===== config.mk =====
export PLATFORM = sky130hd
export DESIGN_NAME = pfd_synth_core
export DESIGN_NICKNAME = d
export VERILOG_FILES = /design/src/rtl/pfd_pkg.sv /design/src/rtl/tick_divider.sv /design/src/rtl/pfd_core.sv /design/src/rtl/lock_detect.sv /design/src/rtl/pfd_synth_core.sv
export SDC_FILE = /design/constraint.sdc
export NUM_CORES = 1
export LEC_CHECK = 0
export ABC_AREA = 1
export CAP_MARGIN = 15
export CORE_ASPECT_RATIO = 0.6
export CORE_MARGIN = 5
export CORE_UTILIZATION = 45
export CTS_BUF_LIST = sky130_fd_sc_hd__clkbuf_8
export DETAILED_ROUTE_END_ITERATION = 10
export PLACE_DENSITY = 0.7
export SLEW_MARGIN = 20
export SYNTH_ARGS = -nofsm -noshare
export SYNTH_HDL_FRONTEND = slang
export SYNTH_SLANG_ARGS = --single-unit

===== constraint.sdc =====
create_clock -name clk -period 5.4 [get_ports clk]
set_input_delay 0.81 -clock clk [delete_from_list [all_inputs] [get_ports clk]]
set_output_delay 0.81 -clock clk [all_outputs]
set_load 0.05 [all_outputs]

===== src/rtl/pfd_pkg.sv =====
package pfd_pkg;
  localparam int MON_W = 3;

  typedef enum logic [MON_W-1:0] {
    MON_LOW  = 3'd0,
    MON_LOCK = 3'd1,
    MON_REF  = 3'd2,
    MON_FB   = 3'd3
  } mon_sel_e;
endpackage


===== src/rtl/tick_divider.sv =====
module tick_divider #(
  parameter int W = 14
) (
  input  logic         clk,
  input  logic         rst_n,
  input  logic         en,
  input  logic         tick,
  input  logic [W-1:0] div_in,
  output logic         pulse
);
  localparam logic [W-1:0] ONE = W'(1);

  logic [W-1:0] cnt;
  logic [W-1:0] div_lat;
  logic [W-1:0] div_eff;

  assign div_eff = (div_in == '0) ? ONE : div_in;

  always_ff @(posedge clk or negedge rst_n) begin
    if (!rst_n) begin
      cnt     <= '0;
      div_lat <= ONE;
      pulse   <= 1'b0;
    end else if (!en) begin
      cnt     <= '0;
      div_lat <= ONE;
      pulse   <= 1'b0;
    end else begin
      pulse <= 1'b0;
      if (tick) begin
        if (cnt == div_lat - ONE) begin
          cnt     <= '0;
          div_lat <= div_eff;
          pulse   <= 1'b1;
        end else begin
          cnt <= cnt + ONE;
        end
      end
    end
  end


  div_pulse_src_chk: assert property (@(posedge clk) disable iff (!rst_n)
    pulse |-> $past(tick && en));


  div_cnt_range_chk: assert property (@(posedge clk) disable iff (!rst_n)
    cnt < div_lat);
endmodule


===== src/rtl/pfd_core.sv =====
module pfd_core #(
  parameter int ABP_W = 2
) (
  input  logic             clk,
  input  logic             rst_n,
  input  logic             en,
  input  logic             ref_p,
  input  logic             fb_p,
  input  logic [ABP_W-1:0] abp_eff,
  output logic             up,
  output logic             dn,
  output logic             done
);
  logic [ABP_W-1:0] rcnt;

  assign done = up && dn && (rcnt >= abp_eff - ABP_W'(1));

  always_ff @(posedge clk or negedge rst_n) begin
    if (!rst_n) begin
      up   <= 1'b0;
      dn   <= 1'b0;
      rcnt <= '0;
    end else if (!en) begin
      up   <= 1'b0;
      dn   <= 1'b0;
      rcnt <= '0;
    end else if (done) begin
      up   <= ref_p;
      dn   <= fb_p;
      rcnt <= '0;
    end else begin
      up <= up | ref_p;
      dn <= dn | fb_p;
      if (up && dn) rcnt <= rcnt + ABP_W'(1);
    end
  end


  up_from_ref_chk: assert property (@(posedge clk) disable iff (!rst_n)
    $rose(up) |-> $past(ref_p));


  dn_from_fb_chk: assert property (@(posedge clk) disable iff (!rst_n)
    $rose(dn) |-> $past(fb_p));


  overlap_ends_chk: assert property (@(posedge clk) disable iff (!rst_n)
    done |=> !(up && dn) || $past(ref_p && fb_p));
endmodule


===== src/rtl/lock_detect.sv =====
module lock_detect #(
  parameter int ABP_W  = 2,
  parameter int WID_W  = 8,
  parameter int LOCK_N = 5
) (
  input  logic             clk,
  input  logic             rst_n,
  input  logic             en,
  input  logic             up,
  input  logic             dn,
  input  logic             done,
  input  logic [ABP_W-1:0] abp_eff,
  output logic             lock
);
  localparam int CW = $clog2(LOCK_N + 1);

  logic [WID_W-1:0] wcnt;
  logic [CW-1:0]    pcnt;
  logic [CW-1:0]    pcnt_n;
  logic             pass;

  assign pass   = wcnt <= WID_W'(abp_eff);
  assign pcnt_n = (pcnt < CW'(LOCK_N)) ? pcnt + CW'(1) : pcnt;

  always_ff @(posedge clk or negedge rst_n) begin
    if (!rst_n) begin
      wcnt <= '0;
      pcnt <= '0;
      lock <= 1'b0;
    end else if (!en) begin
      wcnt <= '0;
      pcnt <= '0;
      lock <= 1'b0;
    end else if (done) begin
      wcnt <= '0;
      if (pass) begin
        pcnt <= pcnt_n;
        lock <= (pcnt_n >= CW'(LOCK_N));
      end else begin
        pcnt <= '0;
        lock <= 1'b0;
      end
    end else if ((up || dn) && (wcnt != '1)) begin
      wcnt <= wcnt + WID_W'(1);
    end
  end


  lock_rise_chk: assert property (@(posedge clk) disable iff (!rst_n)
    $rose(lock) |-> $past(done && pass));


  lock_fall_chk: assert property (@(posedge clk) disable iff (!rst_n)
    $fell(lock) |-> $past(!en || (done && !pass)));
endmodule


===== src/rtl/pfd_synth_core.sv =====
module pfd_synth_core #(
  parameter int REF_W  = 14,
  parameter int FB_W   = 13,
  parameter int ABP_W  = 2,
  parameter int WID_W  = 8,
  parameter int LOCK_N = 5
) (
  input  logic             clk,
  input  logic             rst_n,
  input  logic             chip_en,
  input  logic             ref_tick,
  input  logic             fb_tick,
  input  logic [REF_W-1:0] r_div,
  input  logic [FB_W-1:0]  n_div,
  input  logic [ABP_W-1:0] abp_sel,
  input  logic [2:0]       mon_sel,
  output logic             pump_up,
  output logic             pump_dn,
  output logic             pump_hiz,
  output logic             lock_flag,
  output logic             mon_out
);
  import pfd_pkg::*;

  logic             ref_p;
  logic             fb_p;
  logic             up_q;
  logic             dn_q;
  logic             cmp_done;
  logic [ABP_W-1:0] abp_eff;

  assign abp_eff = (abp_sel == '0) ? ABP_W'(1) : abp_sel;

  tick_divider #(.W(REF_W)) u_ref_div (
    .clk(clk), .rst_n(rst_n), .en(chip_en), .tick(ref_tick),
    .div_in(r_div), .pulse(ref_p)
  );

  tick_divider #(.W(FB_W)) u_fb_div (
    .clk(clk), .rst_n(rst_n), .en(chip_en), .tick(fb_tick),
    .div_in(n_div), .pulse(fb_p)
  );

  pfd_core #(.ABP_W(ABP_W)) u_pfd (
    .clk(clk), .rst_n(rst_n), .en(chip_en), .ref_p(ref_p), .fb_p(fb_p),
    .abp_eff(abp_eff), .up(up_q), .dn(dn_q), .done(cmp_done)
  );

  lock_detect #(.ABP_W(ABP_W), .WID_W(WID_W), .LOCK_N(LOCK_N)) u_lock (
    .clk(clk), .rst_n(rst_n), .en(chip_en), .up(up_q), .dn(dn_q),
    .done(cmp_done), .abp_eff(abp_eff), .lock(lock_flag)
  );

  assign pump_up  = up_q && chip_en;
  assign pump_dn  = dn_q && chip_en;
  assign pump_hiz = !chip_en;

  always_comb begin
    case (mon_sel)
      MON_LOW:  mon_out = 1'b0;
      MON_LOCK: mon_out = lock_flag;
      MON_REF:  mon_out = ref_p;
      MON_FB:   mon_out = fb_p;
      default:  mon_out = 1'b1;
    endcase
  end


  pd_clears_lock_chk: assert property (@(posedge clk) disable iff (!rst_n)
    !chip_en |=> !lock_flag);
endmodule


# Word-level counts from Yosys, hierarchy flattened
# Index checks and enable logic that the tools add are counted.
# Widths: inputs -> output; s select.
[op_classes]
n_lt_le_gt_ge = 4
n_eq_ne = 13
n_addsub = 8
muxes = 39
n_reduce_logical = 13
n_bitwise = 2
[ops]
columns = ["op", "count"]
rows = [
  ["$mux 14", 7],
  ["$mux 13", 7],
  ["$mux 8", 3],
  ["$add 14x1->14 const B", 1],
  ["$eq 14x14->1", 1],
  ["$logic_not 14->1", 1],
  ["$sub 14x1->14 const B", 1],
  ["$add 13x1->13 const B", 1],
  ["$eq 13x13->1", 1],
  ["$logic_not 13->1", 1],
  ["$mux 1", 13],
  ["$sub 13x1->13 const B", 1],
  ["$mux 3", 4],
  ["$ne 2x1->1 const B", 5],
  ["$add 8x1->8 const B", 1],
  ["$le 8x2->1", 1],
  ["$mux 2", 4],
  ["$ne 8x8->1 const B", 1],
  ["$eq 3x2->1 const B", 2],
  ["$ne 3x1->1 const B", 2],
  ["$logic_and 1x1->1", 5],
  ["$pmux 1 s4", 1],
  ["$reduce_and 2->1", 2],
  ["$add 3x1->3 const B", 1],
  ["other kinds (11)", 12],
]
[totals]
output_inout_bits = 5
wordCells = 91
input_bits = 37
ff_bits = 72

# Longest topological paths before layout
# Gate-level depths: netlist of the first run.
[depth]
depth_word = 7
mapped_depth = 16
mapped_depth_nobuf = 15

# Hierarchy
# Synthesis of the first run repeated with hierarchy kept, for this count alone.
[hier_totals]
cells_unflattened = 811
hier_area_um2 = 5440.2
[modules_own_cells]
columns = ["mod", "cells_per_inst", "area_each_um2", "n_inst"]
rows = [
  ["tick_divider at u_fb_div", 320, 2155.8, 1],
  ["tick_divider at u_ref_div", 317, 2127.0, 1],
  ["lock_detect", 121, 830.8, 1],
  ["pfd_core", 33, 249.0, 1],
  ["pfd_synth_core", 20, 77.6, 1],
]

# Least setup slack after synthesis of the first run
# Ideal clock, no wire load.
[synth_path]
kind = "input to register"
startpoint = "in chip_en"
endpoint = "reg u_lock.wcnt[5]"
cell_stages = 8
setup_time_ns = 0.122
setup_slack_ns = 2.957
path_buffers = 1
arrival_time_ns = 2.321
cell_sequence = "buf_2 clkinv_1 nor2_1 nand2_1 nand2_1 o21ai_0 nand2_1 nor2_1"
[synth_between]
elab_chain_cells = 1
[synth_lines]
columns = ["element", "line_no", "text"]
rows = [
  ["from (decl)", "pfd_synth_core.sv:10", "input logic chip_en,"],
  ["$ne 3x1->1 (no line) / $mux 8 (equally long branches)", "--", ""],
  ["to (signal assigned)", "lock_detect.sv:44", "wcnt <= wcnt + WID_W'(1);"],
  ["to (decl)", "lock_detect.sv:17", "logic [WID_W-1:0] wcnt;"],
]
# Parallel ways exist; a longest one is shown, timed or not.
# A chain may end at the register's enable or synchronous reset.

# Worst setup path in the final report of the first run
[layout_path]
startpoint = "in chip_en"
endpoint = "out pump_hiz"
[layout_between]
elab_chain_cells = 1
[layout_lines]
columns = ["element", "line_no", "text"]
rows = [
  ["$logic_not 1->1", "--", ""],
  ["to (decl)", "pfd_synth_core.sv:19", "output logic pump_hiz,"],
]
# Every way passes these cells.

==> flow_metrics.tcl, run 1 <==
set metrics [dict create \
    gp_congestion 0.8900 \
    overflow 0 \
    seq_area_um2 1804 \
    clk_latency_ps 360 \
    drive_gt1_share_pct 7.515 \
    synth-seq-cells 72 \
    grt_pass1_wl_um 23600 \
    relSlewSlack_pct 37.16 \
    min_path_type "reg2reg" \
    postSynthCellCount 783 \
    clkTransAtPathRegs_ps 80 \
    max_freq_mhz 300.8 \
    p_total_mw 1.267 \
    die-area_um2 13900 \
    min_period_ps 3325 \
    netlist_area_um2 5211 \
    dr.first_iter.drc_count 421 \
    setup_violations 0 \
    die_x_um 148.9 \
    cts_tree "built" \
    nFillCells 1081 \
    hold_viol_final 0 \
    post-dp-hpwl_um 10790 \
    htreeDepth 3 \
    post_cts_buffers 0 \
    drv_slew 0 \
    synth.yosys.seq_area_share_pct 34.62 \
    power.internal_mw 0.9035 \
    clock_power_share_pct 38.1 \
    place.port_buffers 41 \
    fp.dieH_um 93.36 \
    drtAntennaViolNets 0 \
    areaGrowthSynthToFinish_pct 14.48 \
    antenna_found_initial 0 \
    crit_type "in2out" \
    grt_max_degree 73 \
    synth_nets 830 \
    switching_power_mw 0.3632 \
    crit_fanout 52 \
    avgRoutedWirePerCell_um 14.52 \
    dr.pass1.iters 5 \
    power.density_nw_per_um2 212.3 \
    syn_area_per_cell_um2 6.655 \
    period_share_pct 61.57 \
    multi_input_area_um2 2949 \
    seqPwrFrac_pct 44.8 \
    cts.sinks 72 \
    cts_max_path_buffers 2 \
    tns_ps 0 \
    final_area_um2 5966 \
    vias_per_cell 5.301 \
    ys.warnings.count 0 \
    start_kind "input port" \
    place_inst 969 \
    fp-row-count 30 \
    wirelength_um 14300 \
    arrival_ps 2510 \
    place_area_um2 5744 \
    skew_ps 9.423 \
    core_area_um2 11300 \
    status "finished, final reports clean" \
    sw_frac_of_total_pct 28.67 \
    end_kind "output pin" \
    required_ps 4590 \
    cts_hold_buf 0 \
    combPwrFrac_pct 17.1 \
    dp_slack_ps 2041 \
    fin_ws_ps 2075 \
    fin_util_pct 52.80 \
    num_antenna_cells 0 \
    rsz0062_at_grt "false" \
    cts_buffers 9 \
    synth_cell_type_count 42 \
    cts_root_buf "clkbuf_8" \
    drc 0 \
    layout.nets 867 \
    io_pins 42 \
    cts_resized 0 \
    grt_pass1_vias 4830 \
    final_cells 985 \
    hold_ws_ps 516.8 \
    vias 5221 \
    initial_utilization_pct 46.12 \
    power.ir.vdd_worst_mv 0.1425 \
    worst_pin_slew_ps 942.6 \
    maxCapViolCount 0 \
    grtUsageTotal_pct 21.27 \
    p_leak_nw 3.047 \
]
## flip-flops by register name (all words and copies together) (netlist names)
name / cells
u_lock.lock: 1
u_ref_div.div_lat: 14
u_ref_div.pulse: 1
u_pfd.up: 1
u_lock.pcnt: 3
u_fb_div.pulse: 1
u_pfd.dn: 1
u_lock.wcnt: 8
u_pfd.rcnt: 2
u_ref_div.cnt: 14
u_fb_div.cnt: 13
u_fb_div.div_lat: 13
## final timing paths
check | end | cells after the start | start | slack (ps)
worst min register to register | u_ref_div.div_lat[0]$_DFFE_PN1P_ | 2 | u_ref_div.div_lat[0]$_DFFE_PN1P_ | 520
max in group asynchronous | u_ref_div.cnt[8]$_DFFE_PN0P_ | 2 | rst_n | 4120
worst min-delay path | u_ref_div.div_lat[0]$_DFFE_PN1P_ | 2 | u_ref_div.div_lat[0]$_DFFE_PN1P_ | 520
worst max register to register | u_fb_div.div_lat[12]$_DFFE_PN0P_ | 11 | u_fb_div.div_lat[0]$_DFFE_PN1P_ | 2850
min in group asynchronous | u_fb_div.div_lat[1]$_DFFE_PN0P_ | 2 | rst_n | 640
worst max-delay path | pump_hiz | 4 | chip_en | 2080
## cells by family after synthesis
family | after synthesis | share of synthesized area, %
buffers and inverters | 117 | 8.787
flip-flops | 72 | 34.62
XOR/XNOR | 38 | 6.387
adder cells (fa/ha/maj) | 10 | 2.401
AND/OR/NAND/NOR | 488 | 41.68
AO/OA/AOI/OAI | 58 | 6.123
## cell usage after synthesis, drive strengths merged
library cell	instances	share of area [%]
and2	1	0.12
buf	10	1.1
a211oi	2	0.29
nor2	89	7.6
a41oi	2	0.34
clkinv	2	0.14
o211ai	1	0.14
nand3	86	8.6
nand2	264	19
nor4	4	0.48
o22ai	1	0.12
inv	98	7.1
a21oi	13	1.2
dfstp	2	1.0
a311o	1	0.19
xnor2	18	3.0
nor3b	2	0.29
nand3b	5	0.72
nand4	21	2.5
o21ai	35	3.4
or2	1	0.12
o21bai	1	0.14
dfrtp	70	34
o41ai	1	0.17
nor3	15	1.7
clkbuf	7	0.53
xor2	20	3.4
a31oi	1	0.12
ha	10	2.4
## layer usage
layer | global-route usage [%] | vias to the layer above | share of wire [%] | wire [µm]
met1 | 31.63 | 2452 | 50 | 7110
met2 | 30.76 | 188 | 41 | 5812
li1 | - | 2567 | - | -
met5 | 0 | - | 0 | 0
met3 | 5.278 | 14 | 8.3 | 1190
met4 | 5.407 | 0 | 1.3 | 187
## cell type report
type / count / share of cell area (%)
Clock buffer: 10 / 2.307
Clock inverter: 6 / 1.405
Inverter: 100 / 6.292
Multi-Input combinational cell: 594 / 49.43
Sequential cell: 72 / 30.24
Tap cell: 160 / 3.356
Timing Repair Buffer: 43 / 6.963
## worst max-delay path, stage by stage
cell	delay, ps
buf_2	80
buf_4	460
clkinv_1	360
clkdlybuf4s50_1	790
## layout by cell type (no fill, tap or decap), types with 12 or more instances in the layout
master             n
nand2_1          256
inv_1             88
nand3_1           82
nor2_1            73
dfrtp_1           70
clkdlybuf4s50_1   39
o21ai_0           26
nand4_1           21
xor2_1            20
xnor2_1           18
nor3_1            14
a21oi_1           13
nor2_2            13
inv_2             12
## power by group through the flow
| stage | clock [mW] | sequential [mW] | combinational (mW) |
|---|---|---|---|
| floorplan | 0 | 0.575 | 0.136 |
| global placement | 0 | 0.577 | 0.208 |
| detailed placement | 0 | 0.577 | 0.214 |
| CTS | 0.496 | 0.567 | 0.215 |
| global route | 0.516 | 0.569 | 0.244 |
| finish | 0.483 | 0.567 | 0.216 |
No activity file was read; power rests on OpenSTA's default activity.
==> run 2, diff against run 1 <==
Clock period 5.4 ns to 3.5 ns, I/O delays scaled along.
==> flow_metrics.tcl, run 2 (same netlist as run 1, synthesis figures left out) <==
set metrics [dict create \
    sw_frac_of_total_pct 31.17 \
    maxCapViolCount 0 \
    clock_power_share_pct 32.4 \
    min_period_ps 2710 \
    grtUsageTotal_pct 20.29 \
    drc 0 \
    p_leak_nw 3.026 \
    max_freq_mhz 368.9 \
    status "finished, final reports clean" \
    crit_type "in2reg" \
    final_cell_mix "256 x nand2_1, 87 x inv_1, 82 x nand3_1" \
    post_cts_buffers 0 \
    tns_ps 0 \
    cts_tree "built" \
    grt_use_met3_pct 5.860 \
    switching_power_mw 0.5560 \
    required_ps 3780 \
    cts.sinks 72 \
    arrival_ps 3000 \
    dr.first_iter.drc_count 402 \
    relSlewSlack_pct 48.43 \
    start_kind "input port" \
    layout.nets 868 \
    vias 5126 \
    busiest_layer "met1" \
    dr.pass1.iters 5 \
    final_area_um2 5916 \
    cts_hold_buf 0 \
    crit_fanout 10 \
    combPwrFrac_pct 18.6 \
    use_met1_pct 30.83 \
    die_x_um 148.9 \
    grt_pass1_wl_um 22550 \
    multi_input_area_um2 2949 \
    gp_congestion 0.8861 \
    drive_gt1_share_pct 7.748 \
    seqPwrFrac_pct 49.1 \
    hold_viol_final 0 \
    power.internal_mw 1.227 \
    fp.dieH_um 93.36 \
    grt_pass1_vias 4644 \
    drtAntennaViolNets 0 \
    setup_violations 0 \
    drv_slew 0 \
    core_area_um2 11300 \
    grt_use_met2_pct 28.13 \
    mostFrequentLayoutCell "nand2_1" \
    grt_max_degree 49 \
    nFillCells 1078 \
    num_antenna_cells 0 \
    io_pins 42 \
    htreeDepth 3 \
    cts_resized 0 \
    period_share_pct 77.44 \
    power.density_nw_per_um2 301.5 \
    clkTransAtPathRegs_ps 80 \
    vias_per_cell 5.199 \
    place_area_um2 5752 \
    cts_buffers 9 \
    antenna_found_initial 1 \
    cts_max_path_buffers 2 \
    rsz0062_at_grt "false" \
    areaGrowthSynthToFinish_pct 13.52 \
    power.ir.vdd_worst_mv 0.1754 \
    clk_latency_ps 360 \
    die-area_um2 13900 \
    seq_area_um2 1804 \
    place.port_buffers 41 \
    largestRegisters "u_ref_div.cnt: 14 flops, u_ref_div.div_lat: 14 flops" \
    avgRoutedWirePerCell_um 13.65 \
    worst_pin_slew_ps 771.2 \
    cts_root_buf "clkbuf_8" \
    skew_ps 13.60 \
    end_kind "register" \
    initial_utilization_pct 46.12 \
    overflow 0 \
    min_path_type "in2async" \
    fp-row-count 30 \
    wirelength_um 13460 \
    post-dp-hpwl_um 10430 \
]
[run 2: changes by cell type in the layout (fill, tap and decap cells not counted), sizes merged]
cell    before  now
clkbuf      10    9
buf          4    5
inv        101   99
clkinv       2    7
bufinv       2    0
[run 2: metal layers]
metal  up-vias  wire, µm
li1       2577         -
met1      2374      6872
met2       159      5275
met3        14      1175
met4         2       124
met5         -        11
[run 2: final timing paths]
path | from | end | slack (ps) | depth (start not counted)
worst max-delay path | abp_sel[1] | u_lock.wcnt[3]$_DFFE_PN0P_ | 790 | 13
worst min-delay path | rst_n | u_fb_div.div_lat[11]$_DFFE_PN0P_ | 160 | 2
worst max register to register | u_ref_div.div_lat[0]$_DFFE_PN1P_ | u_ref_div.div_lat[12]$_DFFE_PN0P_ | 990 | 14
worst min register to register | u_ref_div.div_lat[0]$_DFFE_PN1P_ | u_ref_div.div_lat[0]$_DFFE_PN1P_ | 520 | 2
max in group asynchronous | rst_n | u_lock.lock$_DFFE_PN0P_ | 2770 | 2
min in group clk | u_ref_div.div_lat[0]$_DFFE_PN1P_ | u_ref_div.div_lat[0]$_DFFE_PN1P_ | 520 | 2
[run 2: critical path, cell delays in order]
cell and delay [ps]:
clkdlybuf4s50_1 470, inv_1 60, nor2_1 130, ha_1 250, o21ai_0 170, nand2_1 80, nand2_1 70, inv_1 80
nor2_1 500, nand2_1 230, nand2_1 160, o21ai_0 100, a21oi_1 160
[run 2: power by group through the flow]
stage	clock, mW	sequential [mW]	combinational [mW]
6_report	0.577	0.875	0.331
5_1_grt	0.629	0.877	0.374
4_1_cts	0.596	0.874	0.331
3_5_place_dp	0	0.890	0.329
3_3_place_gp	0	0.889	0.320
2_1_floorplan	0	0.887	0.210
[run 2: layout make-up]
type / instances / area share (%)
clock buffers: 9 / 2.094
multi-input cells: 594 / 49.85
inverters: 100 / 6.345
well taps: 160 / 3.384
flip-flops and latches: 72 / 30.50
clock inverters: 7 / 0.6768
repair buffers: 44 / 7.149
[run 2: through the flow]
| step | util [%] | setup slack, ps | cells | hold WS (ps) | total power, mW |
|---|---|---|---|---|---|
| 4_1_cts | 52.36 | 806.5 | 986 | 147.6 | 1.801 |
| 2_1_floorplan | - | 1342 | 783 | 229.4 | 1.097 |
| 6_report | 52.36 | 789.5 | 986 | 161.1 | 1.783 |
| 5_1_grt | 52.36 | 513.7 | 986 | 168.3 | 1.881 |
| 3_3_place_gp | 50.91 | 605.1 | 970 | 495.3 | 1.209 |
| 3_5_place_dp | 50.91 | 448.5 | 970 | 502.5 | 1.219 |
==> run 3, diff against run 2 <==
Clock period 3.5 ns to 2.79 ns, I/O delays scaled along.
==> flow_metrics.tcl, run 3 (same netlist as run 1, synthesis figures left out) <==
set metrics [dict create \
    status "finished, final reports clean" \
    critPathBufInv 1 \
    tns_ps 0 \
    crit_path_top_delay_cell "dfstp_2" \
    cts_tree "built" \
    arrival_ps 2770 \
    setup_violations 0 \
    min_path_type "in2async" \
    overflow 0 \
    p_leak_nw 3.060 \
    fp.dieH_um 93.36 \
    die-area_um2 13900 \
    die_x_um 148.9 \
    timing.critical_path.mode_cell "nand2_1" \
    grt_pass1_wl_um 23630 \
    sw_frac_of_total_pct 30.27 \
    areaGrowthSynthToFinish_pct 14.50 \
    drtAntennaViolNets 0 \
    drv_slew 0 \
    largestRegisters "u_ref_div.cnt: 14 flops, u_ref_div.div_lat: 14 flops" \
    p_total_mw 2.383 \
    final_cell_mix "256 x nand2_1, 87 x inv_1, 82 x nand3_1" \
    rsz0062_at_grt "false" \
    vias_per_cell 5.259 \
    max_stage_delay_ps 570 \
    cts_hold_buf 0 \
    post_cts_buffers 0 \
    place.port_buffers 41 \
    wirelength_um 14270 \
    clkTransAtPathRegs_ps 80 \
    grtUsageTotal_pct 21.17 \
    relSlewSlack_pct 59.77 \
    grt_pass1_vias 4780 \
    post-dp-hpwl_um 10770 \
    fp-row-count 30 \
    max_freq_mhz 405.0 \
    cp_top_family "simple AND/OR/NAND/NOR gates" \
    crit_chain "inv_2 -> ha_1 -> nand3_2 -> nor2_1 -> xor2_1 -> nand2_1 -> nor2_1 -> nand2_1 -> nor2_2 -> nand4_1 -> nand2_1" \
    antenna_found_initial 0 \
    combPwrFrac_pct 17.9 \
    initial_utilization_pct 46.12 \
    io_pins 42 \
    cts_max_path_buffers 2 \
    grt_max_degree 73 \
    power.internal_mw 1.662 \
    crit_fanout 12 \
    htreeDepth 3 \
    clk_latency_ps 370 \
    mostFrequentLayoutCell "nand2_1" \
    period_share_pct 88.50 \
    num_antenna_cells 0 \
    vias 5196 \
    maxCapViolCount 0 \
    min_period_ps 2469 \
    layout.nets 870 \
    start_kind "register" \
    switching_power_mw 0.7214 \
    power.ir.vdd_worst_mv 0.2070 \
    worst_pin_slew_ps 601.5 \
    skew_ps 11.32 \
    dr.first_iter.drc_count 592 \
    seqPwrFrac_pct 46.1 \
    cts.sinks 72 \
    required_ps 3090 \
    end_kind "register" \
    final_cells 988 \
    clock_power_share_pct 36.1 \
    dr.pass1.iters 5 \
    gp_congestion 0.8924 \
    avgRoutedWirePerCell_um 14.45 \
    drc 0 \
    cts_resized 0 \
    cts_root_buf "clkbuf_8" \
    place_inst 972 \
    power.density_nw_per_um2 399.4 \
    hold_ws_ps 67.41 \
    core_area_um2 11300 \
    cts_buffers 9 \
    hold_viol_final 0 \
    drive_gt1_share_pct 8.454 \
    crit_type "reg2reg" \
]
[run 3: cell count changes in the layout (fill, tap and decap cells not counted)]
cell	previous run	this run
buf_12	0	1
buf_4	3	8
bufinv_16	0	1
clkbuf_8	9	10
clkdlybuf4s50_1	39	35
clkinv_2	4	2
[run 3: final cells by class]
class	instances	area [µm²]
Sequential cell	72	1804
Multi-Input combinational cell	594	2949
Tap cell	160	200.2
Timing Repair Buffer	46	440.4
Clock buffer	10	137.6
Fill cell	1063	5331
Inverter	100	375.4
Clock inverter	6	60.06
[run 3: layer usage]
layer,GRT usage [%],wire [µm],vias to the layer above
met5,0,0,-
met4,4.722,171,0
met3,6.199,1522,20
met2,29.60,5616,229
met1,31.98,6962,2369
li1,-,-,2578
[run 3: worst reg2reg max path: cells and delay by family (launching register included)]
family	cells	cell delay [ps]
buffers and inverters	1	80
AND/OR/NAND/NOR	8	1260
XOR/XNOR	1	270
flip-flops	1	570
adder cells (fa/ha/maj)	1	240
[run 3: power groups by stage]
stage          Sequential, mW  Combinational [mW]  Clock [mW]
5_1_grt                  1.10               0.478       0.931
3_5_place_dp             1.12               0.421           0
6_report                 1.10               0.425       0.860
4_1_cts                  1.10               0.424       0.880
2_1_floorplan            1.11               0.264           0
3_3_place_gp             1.12               0.407           0
[run 3: per-stage QoR]
stage / instance area [µm²] / utilization, % / setup WS (ps)
detailed placement: 5769 / 51.06 / 135.1
finish: 5967 / 52.81 / 320.9
global placement: 5769 / 51.06 / 271.8
CTS: 5967 / 52.81 / 379.0
floorplan: 5211 / - / 738.1
global route: 5967 / 52.81 / 82.52
[run 3: path summary, 6_finish.rpt]
path	startpoint	to	slack (ps)	depth (start not counted)
worst max-delay path	u_fb_div.div_lat[0]$_DFFE_PN1P_	u_fb_div.div_lat[11]$_DFFE_PN0P_	320	11
worst min-delay path	rst_n	u_fb_div.div_lat[1]$_DFFE_PN0P_	70	2
worst max register to register	u_fb_div.div_lat[0]$_DFFE_PN1P_	u_fb_div.div_lat[11]$_DFFE_PN0P_	320	11
worst min register to register	u_ref_div.div_lat[0]$_DFFE_PN1P_	u_ref_div.div_lat[0]$_DFFE_PN1P_	510	2
max in group asynchronous	rst_n	u_ref_div.div_lat[0]$_DFFE_PN1P_	2370	2
min in group clk	chip_en	u_lock.wcnt[0]$_DFFE_PN0P_	490	3
